==> config.mk <==
export PLATFORM = sky130hd
export DESIGN_NAME = spi_gpio_port
export DESIGN_NICKNAME = d
export VERILOG_FILES = /design/src/rtl/spm_pkg.sv /design/src/rtl/spm_regs.sv /design/src/rtl/spm_pin.sv /design/src/rtl/spi_gpio_port.sv
export SDC_FILE = /design/constraint.sdc
export NUM_CORES = 1
export LEC_CHECK = 0
export ABC_AREA = 1
export BUFFER_PORTS_ARGS = -buffer_cell sky130_fd_sc_hd__buf_2
export CAP_MARGIN = 20
export CORE_MARGIN = 2
export CORE_UTILIZATION = 40
export CTS_CLUSTER_SIZE = 10
export DETAILED_ROUTE_END_ITERATION = 7
export GPL_TIMING_DRIVEN = 1
export PLACE_DENSITY_LB_ADDON = 0.3
export SYNTH_ARGS = -nofsm -noshare
export SYNTH_HDL_FRONTEND = slang
export SYNTH_SLANG_ARGS = --single-unit
==> constraint.sdc <==
create_clock -name clk -period 1.06 [get_ports clk]
set_clock_uncertainty 0.2 [all_clocks]
set_input_delay 0.106 -clock clk [delete_from_list [all_inputs] [get_ports clk]]
set_output_delay 0.106 -clock clk [all_outputs]
set_load 0.1 [all_outputs]
==> src/rtl/spm_pkg.sv <==
package spm_pkg;
  typedef enum logic [1:0] {
    ROLE_GPIO = 2'd0,
    ROLE_MOSI = 2'd1,
    ROLE_MISO = 2'd2
  } pin_role_e;
endpackage

==> src/rtl/spm_regs.sv <==
module spm_regs #(
  parameter int NUM_PINS = 6,
  parameter int MISO_IDX = 2,
  parameter int MOSI_IDX = 3
) (
  input  logic                clk,
  input  logic                rst_n,
  input  logic                wr_dir,
  input  logic                wr_data,
  input  logic                mode_fault,
  input  logic                od_req,
  input  logic [NUM_PINS-1:0] wdata,
  output logic [NUM_PINS-1:0] dir_q,
  output logic [NUM_PINS-1:0] latch_q,
  output logic                od_q
);
  localparam logic [NUM_PINS-1:0] SPI_MASK =
    (NUM_PINS'(1) << MISO_IDX) | (NUM_PINS'(1) << MOSI_IDX);

  logic [NUM_PINS-1:0] dir_d;
  logic                dir_en;

  always_comb begin
    dir_d = dir_q;
    if (wr_dir) dir_d = wdata;
    if (mode_fault) dir_d = dir_d & ~SPI_MASK;
    dir_en = wr_dir | mode_fault;
  end

  always_ff @(posedge clk or negedge rst_n) begin
    if (!rst_n) dir_q <= '0;
    else if (dir_en) dir_q <= dir_d;
  end

  always_ff @(posedge clk or negedge rst_n) begin
    if (!rst_n) latch_q <= '0;
    else if (wr_data) latch_q <= wdata;
  end

  always_ff @(posedge clk or negedge rst_n) begin
    if (!rst_n) od_q <= 1'b0;
    else od_q <= od_req;
  end


  fault_clears_spi_dir_chk: assert property (@(posedge clk) disable iff (!rst_n)
    mode_fault |=> ((dir_q & SPI_MASK) == '0));


  dir_write_load_chk: assert property (@(posedge clk) disable iff (!rst_n)
    (wr_dir && !mode_fault) |=> (dir_q == $past(wdata)));


  latch_write_load_chk: assert property (@(posedge clk) disable iff (!rst_n)
    wr_data |=> (latch_q == $past(wdata)));
endmodule

==> src/rtl/spm_pin.sv <==
module spm_pin #(
  parameter spm_pkg::pin_role_e ROLE = spm_pkg::ROLE_GPIO
) (
  input  logic clk,
  input  logic rst_n,
  input  logic dir_bit,
  input  logic latch_bit,
  input  logic spi_en,
  input  logic spi_master,
  input  logic spi_bit,
  input  logic od,
  input  logic pin_in,
  output logic pin_oe,
  output logic pin_out,
  output logic rd_bit
);
  import spm_pkg::*;

  logic drive_en;
  logic val;

  always_comb begin
    drive_en = dir_bit;
    val      = latch_bit;
    if (spi_en) begin
      case (ROLE)
        ROLE_MOSI: begin
          drive_en = spi_master & dir_bit;
          val      = spi_bit;
        end
        ROLE_MISO: begin
          drive_en = ~spi_master & dir_bit;
          val      = spi_bit;
        end
        default: begin
          drive_en = dir_bit;
          val      = latch_bit;
        end
      endcase
    end
  end

  always_comb begin
    if (od) begin
      pin_oe  = drive_en & ~val;
      pin_out = 1'b0;
    end else begin
      pin_oe  = drive_en;
      pin_out = val;
    end
    rd_bit = drive_en ? val : pin_in;
  end


  mosi_slave_input_chk: assert property (@(posedge clk) disable iff (!rst_n)
    (ROLE == ROLE_MOSI && spi_en && !spi_master) |-> !pin_oe);


  miso_master_input_chk: assert property (@(posedge clk) disable iff (!rst_n)
    (ROLE == ROLE_MISO && spi_en && spi_master) |-> !pin_oe);


  od_never_high_chk: assert property (@(posedge clk) disable iff (!rst_n)
    od |-> !(pin_oe && pin_out));


  no_drive_without_dir_chk: assert property (@(posedge clk) disable iff (!rst_n)
    !dir_bit |-> !pin_oe);
endmodule

==> src/rtl/spi_gpio_port.sv <==
module spi_gpio_port #(
  parameter int NUM_PINS = 6,
  parameter int MISO_IDX = 2,
  parameter int MOSI_IDX = 3
) (
  input  logic                clk,
  input  logic                rst_n,
  input  logic                wr_dir,
  input  logic                wr_data,
  input  logic                rd_sel,
  input  logic [NUM_PINS-1:0] wdata,
  output logic [NUM_PINS-1:0] rdata,
  input  logic                od_req,
  input  logic                spi_en,
  input  logic                spi_master,
  input  logic                mode_fault,
  input  logic                spi_mosi_out,
  input  logic                spi_miso_out,
  output logic                spi_miso_in,
  output logic                spi_mosi_in,
  input  logic [NUM_PINS-1:0] pad_in,
  output logic [NUM_PINS-1:0] pad_oe,
  output logic [NUM_PINS-1:0] pad_out
);
  logic [1:0]          rst_sync_q;
  logic                rst_sync_n;
  logic [NUM_PINS-1:0] dir_q;
  logic [NUM_PINS-1:0] latch_q;
  logic                od_q;
  logic [NUM_PINS-1:0] rd_vec;

  always_ff @(posedge clk or negedge rst_n) begin
    if (!rst_n) rst_sync_q <= 2'b00;
    else rst_sync_q <= {rst_sync_q[0], 1'b1};
  end
  assign rst_sync_n = rst_sync_q[1];

  spm_regs #(
    .NUM_PINS(NUM_PINS), .MISO_IDX(MISO_IDX), .MOSI_IDX(MOSI_IDX)
  ) i_regs (
    .clk(clk), .rst_n(rst_sync_n), .wr_dir(wr_dir), .wr_data(wr_data),
    .mode_fault(mode_fault), .od_req(od_req), .wdata(wdata),
    .dir_q(dir_q), .latch_q(latch_q), .od_q(od_q)
  );

  for (genvar i = 0; i < NUM_PINS; i++) begin : g_pin
    localparam spm_pkg::pin_role_e PIN_ROLE =
      (i == MOSI_IDX) ? spm_pkg::ROLE_MOSI :
      (i == MISO_IDX) ? spm_pkg::ROLE_MISO : spm_pkg::ROLE_GPIO;
    logic eng_bit;
    assign eng_bit = (PIN_ROLE == spm_pkg::ROLE_MOSI) ? spi_mosi_out : spi_miso_out;

    spm_pin #(.ROLE(PIN_ROLE)) i_pin (
      .clk(clk), .rst_n(rst_sync_n), .dir_bit(dir_q[i]), .latch_bit(latch_q[i]),
      .spi_en(spi_en), .spi_master(spi_master), .spi_bit(eng_bit), .od(od_q),
      .pin_in(pad_in[i]), .pin_oe(pad_oe[i]), .pin_out(pad_out[i]),
      .rd_bit(rd_vec[i])
    );
  end

  assign rdata       = rd_sel ? dir_q : rd_vec;
  assign spi_miso_in = pad_in[MISO_IDX];
  assign spi_mosi_in = pad_in[MOSI_IDX];


  port_od_no_high_chk: assert property (@(posedge clk) disable iff (!rst_sync_n)
    od_q |-> ((pad_oe & pad_out) == '0));


  fault_releases_spi_pads_chk: assert property (@(posedge clk) disable iff (!rst_sync_n)
    mode_fault |=> (!pad_oe[MISO_IDX] && !pad_oe[MOSI_IDX]));
endmodule

==> results.txt, run 1 <==
Fill count: 113
Mux cell area share after synthesis: 0%
Rows: 17
Congestion Overflow GR: 0
Library cell used as clock root buffer: sky130_fd_sc_hd__clkbuf_4
Final weighted congestion in routability-driven placement: 0.853
Minimum hold slack: -0.0809 ns
Layout net count: 204
Kind of critical path: flip-flop to primary output
Via density: 5.00
# port buffers: 42
Simple-Gate Fraction of Synth Area: 23.7%
Clock edge transition at the registers on the reported setup and hold paths: 0.09 ns
Unrepaired setup endpoints after global routing: yes
Sequential-to-total area share from yosys stat: 41.6%
Worst path buffer plus inverter count: 1
Pins over their slew limit: 0
Maximum number of pins on one net before global-route repair: 14
Post-route fraction of the period consumed by the critical path: 152%
Reg-to-reg slack, setup: 0.02 ns
Required time at the worst-slack endpoint: 0.75 ns
Die Footprint: 2650 sq um
Total power density per cell area: 1210 nW/um^2
Final non-filler cell area: 1900 sq um
CTS tree: done
F_max: 620 MHz
Worst vdd ir: 0.00104 V
Outcome: finished with violations
Adder-cell share of the synthesized area: 0%
Number of non-filler instances in the completed layout: 208
Reg2reg end: i_regs.latch_q[5]
Top Ports: 43
Placed Instances: 190
Nets in the synthesized netlist: 149
Max-slew headroom: 64.9%
Worst Reg2Reg Path Length in Cells: 3
Via count of the first global-routing pass: 1,107
CP endpoint kind: primary output
Number of register bits inferred by synthesis: 15
Worst slew pin tran: 0.526 ns
Worst reg2reg path startpoint: i_regs.latch_q[5]
Count of unresolved DRC violations after routing: 0
Final Critical Period: 1.61 ns
Largest incremental delay on the critical path: 0.43 ns
Initial core utilization: 41.6%
Critical path data arrival time: 1.31 ns
Gate Count Post-Synth: 126
Dominant combinational cell family by area after synthesis: simple AND/OR/NAND/NOR gates
Ordered list of cells on the worst path: nand3_2, nand2_2, nand2_4, nand3_4, nand2_8, buf_12
Violations in the final reports: negative hold slack, negative setup slack
Number of maximum-capacitance constraint violations: 0
Number of antenna violations at the first check in global routing: 0
Via count: 1,040
Worst hold path depth: 3
Number of antenna-violating nets in the routed design: 0
Area of the placeable core: 2170 sq um
Fraction of the mapped netlist area in compound gates: 12.2%
Hold endpoint: i_regs.dir_q[2]
Maximum clock insertion buffer count: 2
Clock network latency to the later pin of the worst-skew pair: 0.27 ns
Parity-gate share of the synthesized area counting xor and xnor cells: 0%
DR WL/cell: 16.6 um
Count of synthesis-stage warnings from yosys: 0
Mean cell area of the mapped netlist: 7.16 sq um
Static Leakage: 0.000896 uW
Wire length of the first global-routing pass: 4900 um
Cell type group with the largest total delay on the critical path: simple AND/OR/NAND/NOR gates
Hold path startpoint: mode_fault
Die outline height: 51.5 um
Number of setup violations in the final report: 19
Biggest fanout along the worst timing path: 4
Combined area of all synthesized cells: 902 sq um
# clock sinks: 15
Multi-input gate area: 617 sq um
Iteration-0 DRC Markers: 19
Number of hold violations in the final report: 2
Area after DPL: 1590 sq um
Slowest stage cell, crit path: sky130_fd_sc_hd__dfrtp_1
GRT Resource Usage Total: 24.9%
Worst min-delay path class: input port to flip-flop
Overall die width: 51.5 um
Post-layout utilization of the core: 87.6%
HPWL after detailed placement: 1940 um
Number of levels the H-tree was split into: 1
Place WS: -0.269 ns
Detailed-routing iteration count for the pre-antenna-repair pass: 4
Share of final-layout standard cells stronger than drive strength 1: 60.0%
TritonCTS buffer count: 3
Total inserted antenna cells: 0
Register cell area after layout: 380 sq um
Wirelength, routed: 3440 um
Number of distinct library cells after synthesis: 14
Post-cts hold buffer count: 11
Fin worst setup slack: -0.553 ns
Crit start category: flip-flop
Area added between synthesis and finish: 111%
-- through the flow --
stage               TNS, ns  hold slack, ns  total power [uW]
floorplan             -1.98          -0.390              1510
global placement      -2.70          -0.310              1800
detailed placement    -3.08          -0.306              1820
CTS                   -8.59         -0.0685              2240
global route          -9.34         -0.0880              2390
finish                -8.45         -0.0809              2300
-- what timing repair did --
item	in CTS	in global routing
cloned	0	0
gates resized for setup	27	22
endpoints found under the setup margin	19	24
pin swaps	11	19
buffers inserted	2	2
endpoints found under the hold margin	15	2
-- report_power, final --
| part | total (uW) | switching, uW | internal (uW) |
|---|---|---|---|
| combinational | 1300 | 820 | 484 |
| clock | 320 | 180 | 140 |
| sequential | 673 | 54.8 | 618 |
| total | 2300 | 1050 | 1240 |
-- worst max path at each step --
| stage | start | to | slack, ns | cells past startpoint |
|---|---|---|---|---|
| CTS | i_regs.dir_q[3] | rdata[3] | -0.54 | 6 |
| finish | i_regs.dir_q[3] | rdata[3] | -0.55 | 6 |
| global route | i_regs.dir_q[3] | rdata[3] | -0.62 | 6 |
| detailed placement | i_regs.latch_q[3] | pad_oe[3] | -0.27 | 6 |
| global placement | i_regs.dir_q[3] | rdata[3] | -0.21 | 6 |
| floorplan | i_regs.latch_q[3] | pad_oe[3] | -0.14 | 6 |
-- sequential cells by signal (all words and copies together), names as in the netlist --
name / cells
i_regs.latch_q: 6
i_regs.od_q: 1
rst_sync_q: 2
i_regs.dir_q: 6
-- cell usage in the layout, fill, tap and decap left out, drive strengths merged --
master / synthesis / routed
buf: 17 / 57
or2: 1 / 1
inv: 21 / 21
clkbuf: 0 / 3
nand3: 9 / 9
nand2: 34 / 34
dfrtp: 15 / 15
clkinv: 0 / 1
nor2: 6 / 6
a21oi: 4 / 4
o21ai: 18 / 18
conb: 1 / 1
dlygate4sd3: 0 / 10
-- cell families after synthesis --
group                  count (synthesis)
AND/OR/NAND/NOR                       50
other                                  1
AO/OA/AOI/OAI                         22
buffers and inverters                 38
flip-flops                            15
-- metal layers --
layer | routed length, um | up-vias | global-route usage [%]
li1 | - | 483 | -
met5 | 0 | - | 0
met2 | 2060 | 38 | 49.4
met1 | 1240 | 517 | 27.8
met3 | 133 | 2 | 3.45
met4 | 14 | 0 | 5.26
-- area by class of cell --
cell class | instances | area share, %
timing repair buffer | 67 | 40.1
multi-input combinational | 73 | 32.5
sequential | 15 | 20.0
inverter | 21 | 4.15
tap | 28 | 1.84
clock buffer | 3 | 1.18
clock inverter | 1 | 0.263
-- tightest hold or removal path, stage by stage --
cell                      delay, ns
sky130_fd_sc_hd__buf_2         0.09
sky130_fd_sc_hd__or2_4         0.12
sky130_fd_sc_hd__o21ai_2       0.05
-- synth_stat cells --
cell | n | area, sq um
sky130_fd_sc_hd__or2_2 | 1 | 6.26
sky130_fd_sc_hd__nand2_2 | 3 | 18.8
sky130_fd_sc_hd__buf_2 | 3 | 15.0
sky130_fd_sc_hd__nand2_1 | 31 | 116
sky130_fd_sc_hd__conb_1 | 1 | 3.75
sky130_fd_sc_hd__nand3_1 | 8 | 40.0
sky130_fd_sc_hd__dfrtp_1 | 15 | 375
sky130_fd_sc_hd__nor2_1 | 6 | 22.5
sky130_fd_sc_hd__buf_4 | 14 | 105
sky130_fd_sc_hd__o21ai_0 | 18 | 90.1
sky130_fd_sc_hd__a21oi_1 | 4 | 20.0
sky130_fd_sc_hd__inv_1 | 19 | 71.3
sky130_fd_sc_hd__nand3_2 | 1 | 10.0
sky130_fd_sc_hd__inv_2 | 2 | 7.51
No activity file was read; power rests on OpenSTA's default activity.
==> inputs of run 2 (changes only) <==
==> constraint.sdc (replaced) <==
create_clock -name clk -period 1.06 [get_ports clk]
set_clock_uncertainty 0.2 [all_clocks]
set_input_delay 0.106 -clock clk [delete_from_list [all_inputs] [get_ports clk]]
set_output_delay 0.106 -clock clk [all_outputs]
set_load 0.01 [all_outputs]
==> results.txt, run 2 (same netlist as run 1, synthesis figures left out) <==
Outcome: finished with violations
Violations in the final reports: negative hold slack, negative setup slack
Comb pwr share: 33.4% (-23 points)
Hold path startpoint: wr_dir
Kind of critical path: flip-flop to primary output
Die Footprint: 2650 sq um (unchanged)
Total power density per cell area: 1010 nW/um^2 (-16%)
Minimum hold slack: -0.0811 ns (-0.000278 ns)
TritonCTS buffer count: 3 (unchanged)
Maximum clock insertion buffer count: 2 (unchanged)
Via density: 4.49 (-10%)
Area added between synthesis and finish: 56.9%
Wirelength, routed: 2180 um (-37%)
Place WS: -0.118 ns (+0.151 ns)
Die outline height: 51.5 um (unchanged)
Clock edge transition at the registers on the reported setup and hold paths: 0.08 ns (about the same)
Critical path origin: i_regs.dir_q[3]
Via count of the first global-routing pass: 826 (-25%)
Iteration-0 DRC Markers: 25 (+6)
Library cell used as clock root buffer: sky130_fd_sc_hd__clkbuf_4
Setup TNS: -6.04 ns (+2.41 ns)
Most frequent cell on the critical path: sky130_fd_sc_hd__nand2_1
Share of final-layout standard cells stronger than drive strength 1: 48.1% (-12 points)
Detailed-routing iteration count for the pre-antenna-repair pass: 4 (unchanged)
Pins over their slew limit: 0 (unchanged)
Initial core utilization: 41.6% (unchanged)
Number of levels the H-tree was split into: 1 (unchanged)
Hold endpoint: i_regs.dir_q[3]
Clock network latency to the later pin of the worst-skew pair: 0.27 ns (about the same)
Total inserted antenna cells: 0 (unchanged)
Number of setup violations in the final report: 20 (+1)
Portion of total power attributed to sequential cells: 45.2% (+16 points)
Wire length of the first global-routing pass: 3230 um (-34%)
DR WL/cell: 10.4 um (-37%)
Most common cell after layout, fill and taps aside: sky130_fd_sc_hd__buf_2
Largest registers in the final layout: i_regs.dir_q x6, i_regs.latch_q x6, rst_sync_q x2
Via count: 939 (-9.7%)
Reg-to-reg slack, setup: 0.08 ns (+0.06 ns)
Area of the placeable core: 2170 sq um (unchanged)
Worst Reg2Reg Path Length in Cells: 3 (unchanged)
Cell type group with the largest total delay on the critical path: flip-flops
Count of unresolved DRC violations after routing: 0 (unchanged)
Layout net count: 205 (+0.49%)
Biggest fanout along the worst timing path: 4 (unchanged)
Post-route fraction of the period consumed by the critical path: 138% (-14 points)
Worst reg2reg path startpoint: i_regs.dir_q[5]
HPWL after detailed placement: 1560 um (-20%)
Required time at the worst-slack endpoint: 0.75 ns (about the same)
Slowest stage cell, crit path: sky130_fd_sc_hd__dfrtp_1
Worst path buffer plus inverter count: 1 (unchanged)
Number of antenna violations at the first check in global routing: 0 (unchanged)
Crit start category: flip-flop
Worst hold path depth: 3 (unchanged)
Commonest cells after routing, fill and taps aside: sky130_fd_sc_hd__buf_2 (35), sky130_fd_sc_hd__nand2_1 (29), sky130_fd_sc_hd__inv_1 (14), sky130_fd_sc_hd__dfrtp_1 (14), sky130_fd_sc_hd__buf_4 (13)
Number of hold violations in the final report: 16 (+14)
Fin worst setup slack: -0.401 ns (+0.152 ns)
# port buffers: 42 (unchanged)
Static Leakage: 0.000775 uW (-14%)
Worst min-delay path class: input port to flip-flop
Clk pwr share: 21.4% (+7.5 points)
Worst vdd ir: 0.00116 V (+11%)
Int Pwr: 1010 uW (-19%)
GRT Resource Usage Total: 16.6% (-8.3 points)
Unrepaired setup endpoints after global routing: yes
Rows: 17 (unchanged)
Final Critical Period: 1.46 ns (-0.152 ns)
Reg2reg end: i_regs.dir_q[5]
Overall die width: 51.5 um (unchanged)
Switching power as a share of total power: 30.0% (-16 points)
Top Ports: 43 (unchanged)
Ordered list of cells on the worst path: nand3_1, nand2_1, nand2_1, nand3_2, nand2_1, buf_2
F_max: 684 MHz (+10%)
Critical path data arrival time: 1.16 ns (-0.15 ns)
Final weighted congestion in routability-driven placement: 0.743 (-13%)
CP endpoint kind: primary output
Psw: 430 uW (-59%)
Maximum number of pins on one net before global-route repair: 14 (unchanged)
Congestion Overflow GR: 0 (unchanged)
CTS tree: done
Number of antenna-violating nets in the routed design: 0 (unchanged)
# clock sinks: 15 (unchanged)
Number of maximum-capacitance constraint violations: 0 (unchanged)
Largest incremental delay on the critical path: 0.42 ns (about the same)
Fill count: 184 (+63%)
==> run 2: changes by cell type in the layout (fill, tap and decap cells not counted), sizes merged <==
cell         delta
dlygate4sd3     +1
clkinv          -1
clkbuf          +1
==> run 2: layout make-up <==
cell class / count / area (sq um) / share of cell area [%]
Timing Repair Buffer: 68 / 488 / 34.5
Clock buffer: 4 / 26.3 / 1.86
Tap cell: 28 / 35.0 / 2.48
Sequential cell: 15 / 377 / 26.6
Inverter: 21 / 78.8 / 5.57
Multi-Input combinational cell: 73 / 410 / 29.0
==> run 2: power by group through the flow <==
stage	combinational, uW	sequential [uW]	clock (uW)
final	479	649	307
after global routing	532	655	350
after CTS	382	650	322
after detailed placement	329	657	0
after global placement	323	653	0
after floorplan	224	653	0
==> run 2: worst reg2reg max path, cell delays in order, from the launching register on <==
cell and delay, ns:
sky130_fd_sc_hd__dfrtp_1 0.37, sky130_fd_sc_hd__inv_2 0.05, sky130_fd_sc_hd__buf_4 0.12, sky130_fd_sc_hd__o21ai_0 0.15
==> run 2: timing repair <==
action | in CTS | in global routing
buffers inserted | 2 | 6
resized for setup | 13 | 38
pin swaps | 4 | 15
hold buffers | 11 | 1
setup endpoints to repair | 18 | 24
hold endpoints to repair | 28 | 2
==> run 2: layer usage <==
metal | track usage (%) | up-vias | wire length, um
li1 | - | 483 | -
met3 | 5.17 | 2 | 114
met1 | 18.8 | 428 | 922
met5 | 0 | - | 0
met2 | 31.0 | 26 | 1130
met4 | 2.63 | 0 | 14
==> run 2: through the flow <==
| stage | std cells | hold slack (ns) | total power (uW) | util (%) | area [sq um] |
|---|---|---|---|---|---|
| 3_5_place_dp | 186 | -0.306 | 986 | 49.8 | 1080 |
| 3_3_place_gp | 186 | -0.310 | 976 | 49.8 | 1080 |
| 6_report | 209 | -0.0811 | 1440 | 65.2 | 1420 |
| 2_1_floorplan | 126 | -0.390 | 876 | - | 908 |
| 4_1_cts | 203 | -0.0771 | 1350 | 57.3 | 1240 |
| 5_1_grt | 209 | -0.0973 | 1540 | 65.2 | 1420 |
==> run 2: how the worst max path moves through the flow <==
stage / endpoint / slack, ns / cells after the start
2_1_floorplan: pad_oe[3] / -0.008 / 5
3_3_place_gp: rdata[2] / -0.09 / 7
3_5_place_dp: pad_oe[2] / -0.12 / 2
4_1_cts: rdata[3] / -0.39 / 6
5_1_grt: rdata[3] / -0.50 / 7
6_report: rdata[3] / -0.40 / 6
